<file path="src/rtl/sar_pkg.sv">
package sar_pkg;
  typedef enum logic [2:0] {
    PH_IDLE = 3'd0,
    PH_PRE  = 3'd1,
    PH_ACQ  = 3'd2,
    PH_CONV = 3'd3,
    PH_HOLD = 3'd4
  } phase_t;

  localparam logic [1:0] MODE_OFF = 2'b00;
  localparam logic [1:0] MODE_ONE = 2'b01;
  localparam logic [1:0] MODE_RUN = 2'b10;
  localparam logic [1:0] MODE_EXT = 2'b11;
endpackage

</file>
<file path="src/rtl/sar_timing.sv">
module sar_timing
  import sar_pkg::*;
#(
  parameter int PRE_CYC = 2,
  parameter int FLD_W   = 10,
  parameter int RES     = 16
) (
  input  logic             clk,
  input  logic             rst_n,
  input  logic [1:0]       mode_i,
  input  logic             sw_start_i,
  input  logic             ext_trig_i,
  input  logic [FLD_W-1:0] acq_i,
  input  logic [FLD_W-1:0] prd_i,
  input  logic             last_step_i,
  output logic             start_o,
  output logic             conv_o,
  output logic             strobe_o,
  output logic             busy_o,
  output logic             wr_o
);
  localparam int CNT_W = FLD_W + 2;
  localparam logic [CNT_W-1:0] PRE_LD = CNT_W'(PRE_CYC - 1);
  localparam logic [CNT_W-1:0] PRE_C  = CNT_W'(PRE_CYC);
  localparam logic [CNT_W-1:0] RES_C  = CNT_W'(RES);
  localparam logic [CNT_W-1:0] ONE_C  = CNT_W'(1);

  phase_t st_q, st_d;
  logic [CNT_W-1:0] ph_q, ph_d, per_q, per_d;
  logic [FLD_W-1:0] acq_q, prd_q;
  logic             ext_q, strobe_q;
  logic [CNT_W-1:0] acq_eff, min_tot, prd_ext, per_eff;
  logic             ext_rise, trig_ok, start_idle, restart, start;

  assign ext_rise   = ext_trig_i & ~ext_q;
  assign trig_ok    = ((mode_i == MODE_ONE) && sw_start_i) ||
                      ((mode_i == MODE_EXT) && ext_rise)   ||
                      (mode_i == MODE_RUN);
  assign start_idle = (st_q == PH_IDLE) && trig_ok;

  assign acq_eff = (acq_q == '0) ? ONE_C : {2'b00, acq_q};
  assign min_tot = PRE_C + acq_eff + RES_C;
  assign prd_ext = {2'b00, prd_q};
  assign per_eff = (prd_ext < min_tot) ? min_tot : prd_ext;

  assign restart = (mode_i == MODE_RUN) && (per_q == per_eff - ONE_C) &&
                   ((st_q == PH_HOLD) || ((st_q == PH_CONV) && last_step_i));
  assign start   = start_idle || restart;

  always_comb begin
    st_d = st_q;
    ph_d = ph_q;
    if (ph_q != '0) ph_d = ph_q - ONE_C;
    case (st_q)
      PH_IDLE: if (start_idle) st_d = PH_PRE;
      PH_PRE: begin
        if (ph_q == '0) begin
          st_d = PH_ACQ;
          ph_d = acq_eff - ONE_C;
        end
      end
      PH_ACQ:  if (ph_q == '0) st_d = PH_CONV;
      PH_CONV: begin
        if (last_step_i) begin
          if (restart)                 st_d = PH_PRE;
          else if (mode_i == MODE_RUN) st_d = PH_HOLD;
          else                         st_d = PH_IDLE;
        end
      end
      PH_HOLD: begin
        if (restart)                 st_d = PH_PRE;
        else if (mode_i != MODE_RUN) st_d = PH_IDLE;
      end
      default: st_d = PH_IDLE;
    endcase
    if (start) ph_d = PRE_LD;
    if (start)                 per_d = '0;
    else if (st_q != PH_IDLE)  per_d = per_q + ONE_C;
    else                       per_d = per_q;
  end

  always_ff @(posedge clk or negedge rst_n) begin
    if (!rst_n) begin
      st_q     <= PH_IDLE;
      ph_q     <= '0;
      per_q    <= '0;
      ext_q    <= 1'b0;
      strobe_q <= 1'b0;
    end else begin
      st_q     <= st_d;
      ph_q     <= ph_d;
      per_q    <= per_d;
      ext_q    <= ext_trig_i;
      strobe_q <= (st_q == PH_ACQ) && (ph_q == '0);
    end
  end

  always_ff @(posedge clk or negedge rst_n) begin
    if (!rst_n) begin
      acq_q <= '0;
      prd_q <= '0;
    end else if (start) begin
      acq_q <= acq_i;
      prd_q <= prd_i;
    end
  end

  assign start_o  = start;
  assign conv_o   = (st_q == PH_CONV);
  assign strobe_o = strobe_q;
  assign busy_o   = (st_q == PH_PRE) || (st_q == PH_ACQ) || (st_q == PH_CONV);
  assign wr_o     = (st_q == PH_CONV) && last_step_i;


  busy_rise_chk: assert property (@(posedge clk) disable iff (!rst_n)
    $rose(busy_o) |-> $past(start_o));


  strobe_single_chk: assert property (@(posedge clk) disable iff (!rst_n)
    strobe_o |=> !strobe_o);
endmodule

</file>
<file path="src/rtl/sar_search.sv">
module sar_search #(
  parameter int RES = 16
) (
  input  logic           clk,
  input  logic           rst_n,
  input  logic           init_i,
  input  logic           active_i,
  input  logic           cmp_i,
  output logic [RES-1:0] trial_o,
  output logic [RES-1:0] result_o,
  output logic           last_o
);
  localparam logic [RES-1:0] TOP_BIT = {1'b1, {(RES-1){1'b0}}};

  logic [RES-1:0] mask_q, mask_d, acc_q, acc_d, probe;

  assign probe    = acc_q | mask_q;
  assign result_o = cmp_i ? probe : acc_q;
  assign trial_o  = active_i ? probe : '0;
  assign last_o   = mask_q[0];

  always_comb begin
    mask_d = mask_q;
    acc_d  = acc_q;
    if (init_i) begin
      mask_d = TOP_BIT;
      acc_d  = '0;
    end else if (active_i) begin
      mask_d = mask_q >> 1;
      acc_d  = result_o;
    end
  end

  always_ff @(posedge clk or negedge rst_n) begin
    if (!rst_n) begin
      mask_q <= '0;
      acc_q  <= '0;
    end else begin
      mask_q <= mask_d;
      acc_q  <= acc_d;
    end
  end


  mask_live_chk: assert property (@(posedge clk) disable iff (!rst_n)
    active_i |-> (mask_q != '0));
endmodule

</file>
<file path="src/rtl/sar_results.sv">
module sar_results #(
  parameter int NUM_CH  = 8,
  parameter int RES     = 16,
  parameter int DW      = 32,
  parameter int MSB_POS = 27,
  parameter int THR_CH  = 4
) (
  input  logic                      clk,
  input  logic                      rst_n,
  input  logic                      wr_i,
  input  logic [$clog2(NUM_CH)-1:0] wr_ch_i,
  input  logic [RES-1:0]            value_i,
  input  logic [RES-1:0]            thr_i,
  input  logic                      thr_above_i,
  output logic [NUM_CH*DW-1:0]      data_o,
  output logic                      irq_o
);
  localparam int LSB_POS = MSB_POS - RES + 1;
  localparam int CH_W    = $clog2(NUM_CH);

  logic [DW-1:0] word;
  logic          hit, irq_q;

  assign word = DW'(value_i) << LSB_POS;
  assign hit  = wr_i && (wr_ch_i == CH_W'(THR_CH)) &&
                (thr_above_i ? (value_i > thr_i) : (value_i < thr_i));

  for (genvar c = 0; c < NUM_CH; c++) begin : g_reg
    logic [DW-1:0] reg_q;
    logic          en;
    assign en = wr_i && (wr_ch_i == CH_W'(c));
    always_ff @(posedge clk or negedge rst_n) begin
      if (!rst_n)  reg_q <= '0;
      else if (en) reg_q <= word;
    end
    assign data_o[c*DW +: DW] = reg_q;


    untouched_chk: assert property (@(posedge clk) disable iff (!rst_n)
      !(wr_i && (wr_ch_i == CH_W'(c))) |=> $stable(data_o[c*DW +: DW]));
  end

  always_ff @(posedge clk or negedge rst_n) begin
    if (!rst_n) irq_q <= 1'b0;
    else        irq_q <= hit;
  end
  assign irq_o = irq_q;


  irq_source_chk: assert property (@(posedge clk) disable iff (!rst_n)
    irq_o |-> $past(wr_i));
endmodule

</file>
<file path="src/rtl/sar_seq.sv">
module sar_seq
  import sar_pkg::*;
#(
  parameter int NUM_CH  = 8,
  parameter int RES     = 16,
  parameter int DW      = 32,
  parameter int MSB_POS = 27,
  parameter int FLD_W   = 10,
  parameter int ACQ_LSB = 16,
  parameter int PRD_LSB = 0,
  parameter int PRE_CYC = 2,
  parameter int THR_CH  = 4,
  localparam int CH_W   = $clog2(NUM_CH)
) (
  input  logic                 clk,
  input  logic                 rst_n,
  input  logic [1:0]           mode,
  input  logic                 sw_start,
  input  logic                 ext_trig,
  input  logic [CH_W-1:0]      chan_sel,
  input  logic                 diff_en,
  input  logic [31:0]          timing_cfg,
  input  logic                 cmp_in,
  input  logic [RES-1:0]       thr_level,
  input  logic                 thr_above,
  output logic [RES-1:0]       dac_trial,
  output logic                 conv_strobe,
  output logic                 busy,
  output logic [CH_W-1:0]      mux_chan,
  output logic                 mux_diff,
  output logic [NUM_CH*DW-1:0] data_flat,
  output logic                 irq
);
  logic           start, conv, wr, last_step;
  logic [RES-1:0] result;
  logic [CH_W-1:0] ch_q;
  logic            diff_q;

  sar_timing #(.PRE_CYC(PRE_CYC), .FLD_W(FLD_W), .RES(RES)) u_timing (
    .clk         (clk),
    .rst_n       (rst_n),
    .mode_i      (mode),
    .sw_start_i  (sw_start),
    .ext_trig_i  (ext_trig),
    .acq_i       (timing_cfg[ACQ_LSB +: FLD_W]),
    .prd_i       (timing_cfg[PRD_LSB +: FLD_W]),
    .last_step_i (last_step),
    .start_o     (start),
    .conv_o      (conv),
    .strobe_o    (conv_strobe),
    .busy_o      (busy),
    .wr_o        (wr)
  );

  sar_search #(.RES(RES)) u_search (
    .clk      (clk),
    .rst_n    (rst_n),
    .init_i   (start),
    .active_i (conv),
    .cmp_i    (cmp_in),
    .trial_o  (dac_trial),
    .result_o (result),
    .last_o   (last_step)
  );

  always_ff @(posedge clk or negedge rst_n) begin
    if (!rst_n) begin
      ch_q   <= '0;
      diff_q <= 1'b0;
    end else if (start) begin
      ch_q   <= chan_sel;
      diff_q <= diff_en;
    end
  end
  assign mux_chan = ch_q;
  assign mux_diff = diff_q;

  sar_results #(
    .NUM_CH(NUM_CH), .RES(RES), .DW(DW), .MSB_POS(MSB_POS), .THR_CH(THR_CH)
  ) u_results (
    .clk         (clk),
    .rst_n       (rst_n),
    .wr_i        (wr),
    .wr_ch_i     (ch_q),
    .value_i     (result),
    .thr_i       (thr_level),
    .thr_above_i (thr_above),
    .data_o      (data_flat),
    .irq_o       (irq)
  );


  strobe_busy_chk: assert property (@(posedge clk) disable iff (!rst_n)
    conv_strobe |-> busy);
endmodule

</file>
<file path="config.mk">
export PLATFORM = sky130hd
export DESIGN_NAME = sar_seq
export DESIGN_NICKNAME = d
export VERILOG_FILES = /design/src/rtl/sar_pkg.sv /design/src/rtl/sar_timing.sv /design/src/rtl/sar_search.sv /design/src/rtl/sar_results.sv /design/src/rtl/sar_seq.sv
export SDC_FILE = /design/constraint.sdc
export NUM_CORES = 1
export LEC_CHECK = 0
export BUFFER_PORTS_ARGS = -buffer_cell sky130_fd_sc_hd__buf_2
export CORE_MARGIN = 2
export CORE_UTILIZATION = 48
export CTS_CLUSTER_DIAMETER = 50
export DETAILED_ROUTE_END_ITERATION = 16
export PLACE_DENSITY_LB_ADDON = 0.3
export SYNTH_ARGS = -nofsm -noshare
export SYNTH_HDL_FRONTEND = slang
export SYNTH_SLANG_ARGS = --single-unit
</file>
<file path="constraint.sdc">
create_clock -name clk -period 7.06 [get_ports clk]
set_clock_uncertainty 0.2 [all_clocks]
set_input_delay 1.059 -clock clk [delete_from_list [all_inputs] [get_ports clk]]
set_output_delay 1.059 -clock clk [all_outputs]
set_load 0.1 [all_outputs]
</file>
==> results of run 1 <==
critical path, delay by kind of cell, from the launching register on:
kind                       cells  cell delay [ns]
xor gates and xnor gates       1             0.35
AOI/OAI and AO/OA              9             2.62
DFF                            1             0.54
and+or+nand+nor                6             0.89
adders and majority gates      3             0.96
buffers and inverters          1             0.40
muxes                          1             0.39
cells by family after synthesis:
group           after synthesis  synth area share (%)
fa+ha+maj                    33                  3.60
xor+xnor                     46                  3.63
simple gates                438                  17.1
compound gates              274                  13.9
buf+inv                     240                  12.4
mux                          28                  2.70
other cells                   1                0.0327
flops                       214                  46.6
metrics by stage:
step	utilization, %	total power, mW
6_report	56.7	2.96
5_1_grt	56.7	3.07
4_1_cts	56.6	2.99
3_3_place_gp	52.8	1.64
3_5_place_dp	52.8	1.64
2_1_floorplan	-	1.63
registers in the layout, indices dropped and copies added, names as in the netlist:
name and cells:
u_timing.st_q 3, mux_diff 1, u_timing.acq_q 10, u_results.irq_o 1, u_timing.per_q 12, u_search.acc_q 16, u_timing.ext_q 1, u_search.mask_q 16
u_timing.strobe_o 1, mux_chan 3, u_timing.prd_q 10, u_results.g.reg_q 128, u_timing.ph_q 12
layout by cell type, fill, tap and decap left out, types with 4 or more instances in the layout:
master     synthesis  routed
nor4_1            11      10
nand2b_1           6       6
clkbuf_8           0       8
ha_1              33      33
o21a_1             8       8
mux2_1            22      22
nor2b_1            8       8
xnor2_1           29      29
a21oi_1          154     154
and2_1             5       5
conb_1             1     128
a21o_1             4       4
clkinv_2           0       4
inv_1             47      47
nor3_1            29      26
o21ai_0           53      53
a211oi_1           8       8
buf_2              2     197
buf_4            134      31
nor2_1           202     199
dfrtp_1          214     214
mux2i_1            4       4
a22oi_1            4       4
nand4_1           11      11
or3_1              6       6
and3_1             5       5
or2_2              4       4
nor3b_1            9       9
xor2_1            16      16
nand3_1           22      22
nand2_1          104     104
clkbuf_16          0      27
power groups by stage:
stage	sequential (mW)	clock (mW)	combinational (mW)
after floorplan	1.25	0	0.379
after global placement	1.25	0	0.386
after detailed placement	1.25	0	0.388
after CTS	1.23	1.37	0.388
after global routing	1.23	1.43	0.406
final	1.23	1.35	0.388
cell type report:
cell class                      instances  area, sq um
Clock inverter                         13          116
Multi-Input combinational cell        947         5220
Tap cell                              319          399
Fill cell                            2136        10200
Timing Repair Buffer                  230         1250
Antenna cell                            2         5.00
Inverter                               48          180
Clock buffer                           36          779
Sequential cell                       214         5360
routing by layer:
layer	track usage [%]	wire, microns	share of wire (%)
met1	31.1	12900	43
met3	3.54	1740	5.9
met5	0	0	0
met4	8.41	829	2.8
met2	36.9	14200	48
worst paths after layout:
kind                       depth (start not counted)                           end  slack (ns)                         start
max                                               21             u_timing.acq_q[9]        0.57             u_timing.acq_q[1]
min                                                2  u_results.g_reg[1].reg_q[23]        0.27  u_results.g_reg[1].reg_q[23]
max reg2reg                                       21             u_timing.acq_q[9]        0.57             u_timing.acq_q[1]
min reg2reg                                        2  u_results.g_reg[1].reg_q[23]        0.27  u_results.g_reg[1].reg_q[23]
max in group asynchronous                          2            u_search.mask_q[1]        4.97                         rst_n
min in group asynchronous                          1             u_timing.prd_q[6]        0.38                         rst_n
==> results.sh, run 1 <==
export IMPL_dr_total_vias=9233
export IMPL_placed_area_sq_mm=0.0124
export IMPL_rows=56
export IMPL_dp_cells=1758
export IMPL_p_switching_mw=0.915
export IMPL_avgSynthCellArea_sq_um=9.01
export IMPL_path_clk_slew_ns=0.06
export IMPL_synthTopCellsByCount="214 x dfrtp_1, 202 x nor2_1, 154 x a21oi_1, 134 x buf_4, 104 x nand2_1"
export IMPL_maxCapViolCount=0
export IMPL_cts_tree="yes"
export IMPL_fin_cells=1809
export IMPL_drc=0
export IMPL_cp_common_cell="ha_1"
export IMPL_ys_async_sr_fraction_pct=100
export IMPL_drtPass1Iterations=5
export IMPL_synth_cells=1274
export IMPL_setup_violations=0
export IMPL_finalHoldViolCount=0
export IMPL_grt_overflow_total=0
export IMPL_yosys_area_top_type="dfrtp_1"
export IMPL_final_area_sq_mm=0.0133
export IMPL_grt_max_degree=85
export IMPL_synth_ff_type="dfrtp_1"
export IMPL_worst_skew_pair_late_latency_ns=0.53
export IMPL_maxSlewViolCount=0
export IMPL_cts_buffers=27
export IMPL_fmax_mhz=154
export IMPL_dieArea_sq_mm=0.0252
export IMPL_critPathMaxStageDelay_ns=0.54
export IMPL_cts_sinks=214
export IMPL_worst_ep_required_time_ns=7.28
export IMPL_die_h_microns=159
export IMPL_power_share_sequential_pct=41.4
export IMPL_worstSetupPathType="reg2reg"
export IMPL_slowest_stage="dfrtp_1"
export IMPL_root_buffer="clkbuf_16"
export IMPL_hpwl_microns=20900
export IMPL_cts_resized=0
export IMPL_ios=339
export IMPL_cts_setup_buffers=0
export IMPL_rsz0062_at_grt="no"
export IMPL_period_share_pct=92.0
export IMPL_hp_class="reg2reg"
export IMPL_outcome="finished clean"
export IMPL_tightestPinTransition_ns=1.14
export IMPL_die_x_microns=159
export IMPL_antenna_found_initial=2
export IMPL_synth_edf_count=0
export IMPL_end_kind="register"
export IMPL_yosysWarningCount=0
export IMPL_path_cells="ha_1, a21oi_1, nor3_1, xnor2_1, ha_1, nand3_1, o22ai_1, a311o_2, o21ai_4, nand2_1, o21ai_0, ha_1, nand3_1, a2111o_1, nor4_1, nor4_1, a22oi_1, o311ai_1, o31ai_4, buf_4, mux2_2"
export IMPL_internal_power_mw=2.05
export IMPL_core_area_sq_mm=0.0235
export IMPL_clockBufferDepth=3
export IMPL_ys_seq_area_share_pct=46.6
export IMPL_crit_arrival_ns=6.71
export IMPL_drtIter0Drc=746
export IMPL_cp_max_fo=31
export IMPL_wl_per_cell_microns=16.4
export IMPL_leakagePower_nw=6.12
export IMPL_grt_pass1_vias=8268
export IMPL_cts_hold_buf=0
export IMPL_syn2layout_area_growth_pct=15.9
export IMPL_wl_microns=29600
export IMPL_synth_area_leaders="dfrtp_1 47%, buf_4 8.8%, a21oi_1 6.7%"
export IMPL_startpoint_type="register"
export IMPL_gp_congestion=0.911
export IMPL_drive_gt1_share_pct=20.1
export IMPL_cellPowerDensity_mw_per_mm2=223
export IMPL_layout_setup_ws_ns=0.567
export IMPL_yosys_cell_types_count=70
export IMPL_h_tree_depth=1
export IMPL_min_period_ns=6.49
export IMPL_fin_nets=1561
export IMPL_vias_per_cell=5.10
export IMPL_hold_ws_ns=0.272
export IMPL_drtAntennaViolNets=0
export IMPL_grt_total_usage_pct=22.8
export IMPL_portBuffers=198
export IMPL_ir_drop_uv=139
export IMPL_ys_ff_latch=214
export IMPL_preCtsSetupSlack_ns=0.518
export IMPL_pwr_share_clk_pct=45.4
export IMPL_slew_headroom_pct=23.7
export IMPL_netlist_area_sq_mm=0.0115
export IMPL_synth_most_common_cell="dfrtp_1"
export IMPL_initial_core_util_pct=48.9
export IMPL_p_comb_share_pct=13.1
export IMPL_setup_tns_ns=0
export IMPL_grt_pass1_wl_microns=44900
export IMPL_synth_top_area_share_pct=46.6
export IMPL_p_sw_share_pct=30.9
(Power assumes the default switching activity.)
==> run 2: changes to the inputs <==
--- a/config.mk
+++ b/config.mk
@@ -5,9 +5,10 @@
 export SDC_FILE = /design/constraint.sdc
 export NUM_CORES = 1
 export LEC_CHECK = 0
+export ABC_AREA = 1
 export BUFFER_PORTS_ARGS = -buffer_cell sky130_fd_sc_hd__buf_2
 export CORE_MARGIN = 2
-export CORE_UTILIZATION = 48
+export CORE_UTILIZATION = 38
 export CTS_CLUSTER_DIAMETER = 50
 export DETAILED_ROUTE_END_ITERATION = 16
 export PLACE_DENSITY_LB_ADDON = 0.3
==> results.sh, run 2 <==
export IMPL_synth_edf_count=0
export IMPL_synth_adder_area_share_pct=3.65
export IMPL_rsz0062_at_grt="no"
export IMPL_setup_violations=0
export IMPL_critPathMaxStageDelay_ns=0.45
export IMPL_diodes=0
export IMPL_setup_tns_ns=0
export IMPL_worstSetupPathType="reg2reg"
export IMPL_drtIter0Drc=696
export IMPL_dr_total_vias=8953
export IMPL_drive_gt1_share_pct=20.2
export IMPL_tightestPinTransition_ns=1.15
export IMPL_synth_cells=1351
export IMPL_cp_startpoint="u_timing.acq_q[1]"
export IMPL_ys_async_sr_fraction_pct=100
export IMPL_synth_top_family_by_area="simple AND/OR/NAND/NOR gates"
export IMPL_vias_per_cell=4.58
export IMPL_antenna_found_initial=0
export IMPL_startpoint_type="register"
export IMPL_worst_skew_pair_late_latency_ns=0.54
export IMPL_hpwl_microns=20600
export IMPL_drc=0
export IMPL_slew_headroom_pct=23.4
export IMPL_cts_resized=0
export IMPL_worst_ep_required_time_ns=7.26
export IMPL_ys_ff_latch=214
export IMPL_maxSlewViolCount=0
export IMPL_crit_arrival_ns=5.78
export IMPL_maxCapViolCount=0
export IMPL_largest_register_ffs=128
export IMPL_yosys_cell_types_count=46
export IMPL_clockBufferDepth=3
export IMPL_cp_common_cell="nand2_1"
export IMPL_synth_xor_area_share_pct=1.93
export IMPL_cp_max_fo=31
export IMPL_outcome="finished clean"
export IMPL_ios=339
export IMPL_core_area_sq_mm=0.0295
export IMPL_synth_ff_type="dfrtp_1"
export IMPL_synth_most_common_cell="nand2_1"
export IMPL_layout_common_cells="238 x nand2_1, 214 x dfrtp_1, 197 x buf_2"
export IMPL_yosys_area_top_type="dfrtp_1"
export IMPL_fmax_mhz=179
export IMPL_hp_class="reg2reg"
export IMPL_wl_per_cell_microns=14.7
export IMPL_syn2layout_area_growth_pct=16.3
export IMPL_fin_nets=1640
export IMPL_min_period_ns=5.58
export IMPL_cts_sinks=214
export IMPL_yosysWarningCount=0
export IMPL_synth_compound_area_share_pct=12.0
export IMPL_grt_pass1_wl_microns=43700
export IMPL_r2r_start="u_timing.acq_q[1]"
export IMPL_reg_largest_list="u_results.g.reg_q (128), u_search.acc_q (16), u_search.mask_q (16)"
export IMPL_cts_hold_buf=0
export IMPL_slowest_stage="dfrtp_1"
export IMPL_grt_pass1_vias=8052
export IMPL_portBuffers=198
export IMPL_synthTopCellsByCount="238 x nand2_1, 214 x dfrtp_1, 168 x nor2_1, 129 x buf_4, 125 x a21oi_1"
export IMPL_multi_input_area_sq_mm=0.00477
export IMPL_die_h_microns=177
export IMPL_finalHoldViolCount=0
export IMPL_dieArea_sq_mm=0.0312
export IMPL_synth_area_leaders="dfrtp_1 47%, buf_4 8.6%, nand2_1 7.9%"
export IMPL_avgSynthCellArea_sq_um=8.38
export IMPL_initial_core_util_pct=38.4
export IMPL_synth_simple_area_share_pct=20.0
export IMPL_cts_tree="yes"
export IMPL_rows=63
export IMPL_preCtsSetupSlack_ns=1.44
export IMPL_top_register="u_results.g.reg_q"
export IMPL_drtPass1Iterations=5
export IMPL_grt_total_usage_pct=17.7
export IMPL_period_share_pct=79.1
export IMPL_ys_seq_area_share_pct=47.3
export IMPL_grt_max_degree=123
export IMPL_muxShareOfSynthArea_pct=0
export IMPL_end_kind="register"
export IMPL_drtAntennaViolNets=0
export IMPL_cts_buffers=28
export IMPL_root_buffer="clkbuf_16"
export IMPL_wl_microns=28700
export IMPL_grt_overflow_total=0
export IMPL_final_core_util_pct=44.7
export IMPL_gp_congestion=0.904
export IMPL_layout_commonest_cell="nand2_1"
export IMPL_hp_start="u_results.g_reg[7].reg_q[21]"
export IMPL_cts_setup_buffers=0
export IMPL_synth_top_area_share_pct=47.3
export IMPL_path_clk_slew_ns=0.06
export IMPL_layout_setup_ws_ns=1.48
export IMPL_seqCellArea_sq_mm=0.00536
export IMPL_netlist_area_sq_mm=0.0113
export IMPL_fill_cells=2931
export IMPL_h_tree_depth=1
export IMPL_die_x_microns=177
[run 2: cell types whose count changed after synthesis, moves of 23 or more]
cell and change:
nor2_1 -34, o21ai_0 +50, nand3_1 +23, inv_1 +72
nand2_1 +134, a21oi_1 -29
[run 2: through the flow]
stage / std cells / hold WS [ns] / cell area (sq um)
final: 1954 / 0.277 / 13200
after global routing: 1954 / 0.292 / 13200
after CTS: 1954 / 0.282 / 13200
after detailed placement: 1907 / 0.267 / 12200
after global placement: 1907 / 0.260 / 12200
after floorplan: 1478 / 0.255 / 11800
[run 2: per-layer routing]
| layer | wire length, microns | up-vias | track usage (%) | part of all wire, % |
|---|---|---|---|---|
| li1 | - | 4487 | - | - |
| met5 | 0 | - | 0 | 0 |
| met4 | 897 | 0 | 5.72 | 3.1 |
| met3 | 1670 | 47 | 2.65 | 5.8 |
| met1 | 12800 | 4131 | 24.4 | 44 |
| met2 | 13400 | 288 | 28.7 | 47 |
[run 2: layout make-up]
type	instances	share of cell area, %
flip-flops and latches	214	40.7
repair buffers	216	8.71
clock buffers	35	5.82
inverters	125	3.56
multi-input cells	962	36.2
clock inverters	12	1.32
well taps	390	3.71
[run 2: worst max-delay path, delay by kind of cell (launching register included)]
family / cells / cell delay [ns]
simple gates: 16 / 2.25
fa+ha+maj: 3 / 0.91
compound gates: 4 / 0.80
flops: 1 / 0.45
xor+xnor: 2 / 0.44
buf+inv: 1 / 0.44
[run 2: worst paths after layout]
path                       slack [ns]                      endpoint  depth (start not counted)
max                              1.48             u_search.acc_q[0]                         26
min                              0.28  u_results.g_reg[7].reg_q[21]                          2
max in group asynchronous        5.19  u_results.g_reg[0].reg_q[12]                          2
min in group asynchronous        0.37             u_timing.prd_q[7]                          1
max reg2reg                      1.48             u_search.acc_q[0]                         26
min reg2reg                      0.28  u_results.g_reg[7].reg_q[21]                          2
[run 2: kinds of logic (layout without fill, tap and decap cells)]
group | Yosys count | after routing
buffers and inverters | 302 | 388
xor gates and xnor gates | 25 | 25
AOI/OAI and AO/OA | 255 | 255
and+or+nand+nor | 521 | 521
adders and majority gates | 33 | 33
other | 1 | 128
DFF | 214 | 214
Power of run 2 is left out: the tool's default activity adds up to more than one toggle a clock period on the data nets, which glitch-free logic cannot reach.
==> run 3: changes to the inputs <==
==> constraint.sdc (replaced) <==
create_clock -name clk -period 5.2 [get_ports clk]
set_clock_uncertainty 0.2 [all_clocks]
set_input_delay 0.78 -clock clk [delete_from_list [all_inputs] [get_ports clk]]
set_output_delay 0.78 -clock clk [all_outputs]
set_load 0.1 [all_outputs]
==> results.sh, run 3 (synthesis gave the netlist of run 2 again) <==
export IMPL_r2r_end="u_search.mask_q[15]"
export IMPL_outcome="finished clean"
export IMPL_initial_core_util_pct=38.4
export IMPL_cts_hold_buf=0
export IMPL_min_period_ns=4.83
export IMPL_cts_buffers=28
export IMPL_worst_skew_pair_late_latency_ns=0.56
export IMPL_clockBufferDepth=3
export IMPL_r2r_start="u_timing.acq_q[1]"
export IMPL_r2r_slack_ns=0.37
export IMPL_cp_startpoint="u_timing.acq_q[1]"
export IMPL_fin_nets=1650
export IMPL_wl_microns=28700
export IMPL_grt_pass1_vias=8351
export IMPL_h_tree_depth=1
export IMPL_critPathMaxStageDelay_ns=0.44
export IMPL_antenna_found_initial=0
export IMPL_endpoint="u_search.mask_q[15]"
export IMPL_cts_tree="yes"
export IMPL_drtIter0Drc=567
export IMPL_tightestPinTransition_ns=0.910
export IMPL_setup_tns_ns=0
export IMPL_worstRegToRegCells=28
export IMPL_slew_headroom_pct=39.3
export IMPL_period_share_pct=93.0
export IMPL_gp_congestion=0.904
export IMPL_maxCapViolCount=0
export IMPL_syn2layout_area_growth_pct=18.0
export IMPL_die_x_microns=177
export IMPL_drtAntennaViolNets=0
export IMPL_root_buffer="clkbuf_16"
export IMPL_wl_per_cell_microns=14.6
export IMPL_vias_per_cell=4.58
export IMPL_maxSlewViolCount=0
export IMPL_cp_max_fo=14
export IMPL_diodes=0
export IMPL_end_kind="register"
export IMPL_top_register="u_results.g.reg_q"
export IMPL_grt_max_degree=104
export IMPL_core_area_sq_mm=0.0295
export IMPL_drc=0
export IMPL_layout_commonest_cell="nand2_1"
export IMPL_layout_common_cells="237 x nand2_1, 214 x dfrtp_1, 197 x buf_2"
export IMPL_cp_common_cell="nand2_1"
export IMPL_worstSetupPathType="reg2reg"
export IMPL_rows=63
export IMPL_setup_violations=0
export IMPL_slowest_stage="dfrtp_1"
export IMPL_fmax_mhz=207
export IMPL_crit_arrival_ns=5.11
export IMPL_dieArea_sq_mm=0.0312
export IMPL_grt_overflow_total=0
export IMPL_reg_largest_list="u_results.g.reg_q (128), u_search.acc_q (16), u_search.mask_q (16)"
export IMPL_path_clk_slew_ns=0.05
export IMPL_grt_pass1_wl_microns=44600
export IMPL_grt_total_usage_pct=18.0
export IMPL_cp_top_family="simple AND/OR/NAND/NOR gates"
export IMPL_crit_buf_inv=4
export IMPL_hp_class="in2async"
export IMPL_startpoint_type="register"
export IMPL_ios=339
export IMPL_worst_path_stages=28
export IMPL_finalHoldViolCount=0
export IMPL_dr_total_vias=9021
export IMPL_drtPass1Iterations=5
export IMPL_portBuffers=198
export IMPL_worst_ep_required_time_ns=5.48
export IMPL_die_h_microns=177
export IMPL_largest_register_ffs=128
export IMPL_hpwl_microns=20700
export IMPL_cts_sinks=214
export IMPL_drive_gt1_share_pct=21.3
## run 3: cell count changes in the layout (fill, tap and decap cells not counted), sizes merged
cell and change:
inv -1, buf +10, clkbuf +2, clkinv +2, clkinvlp +2
## run 3: worst register-to-register path, delay by kind of cell (launching register included)
kind	cells	cell delay (ns)
buf+inv	4	0.72
simple gates	17	1.78
compound gates	2	0.51
fa+ha+maj	3	0.84
xor+xnor	2	0.28
flops	1	0.44
## run 3: worst min-delay path by stage
stage / slack, ns / end
floorplan: 0.26 / u_timing.acq_q[0]
CTS: 0.13 / u_search.acc_q[15]
global route: 0.15 / u_timing.ext_q
global placement: 0.26 / mux_diff
finish: 0.08 / u_timing.prd_q[7]
detailed placement: 0.27 / u_results.g_reg[3].reg_q[21]
## run 3: per-stage QoR
stage	cells	setup WS [ns]	util [%]	area [sq um]	hold slack, ns
after floorplan	1478	0.948	-	11800	0.255
after global placement	1915	0.254	41.8	12300	0.258
after detailed placement	1915	0.222	41.8	12300	0.267
after CTS	1967	0.189	45.2	13300	0.133
after global routing	1969	-0.0215	45.3	13400	0.154
final	1969	0.365	45.3	13400	0.0800
## run 3: layout make-up
cell class                 count  area, sq um
inverter                     125          473
fill                        2967        16100
sequential                   214         5360
clock buffer                  37          795
timing repair buffer         226         1250
multi-input combinational    962         4800
clock inverter                15          205
tap                          390          488
## run 3: per-layer routing
metal	global-route usage [%]	vias up	share of wire, %
li1	-	4501	-
met1	24.6	4176	45
met2	29.1	296	47
met3	2.73	48	5.6
met4	6.13	0	3.2
met5	0	-	0
## run 3: what timing repair did
item | 4_1_cts | 5_1_grt
endpoints found under the setup margin | 0 | 70
gates resized for setup | 0 | 6
setup buffers | 0 | 2
Power of run 3 is left out for the same reason.
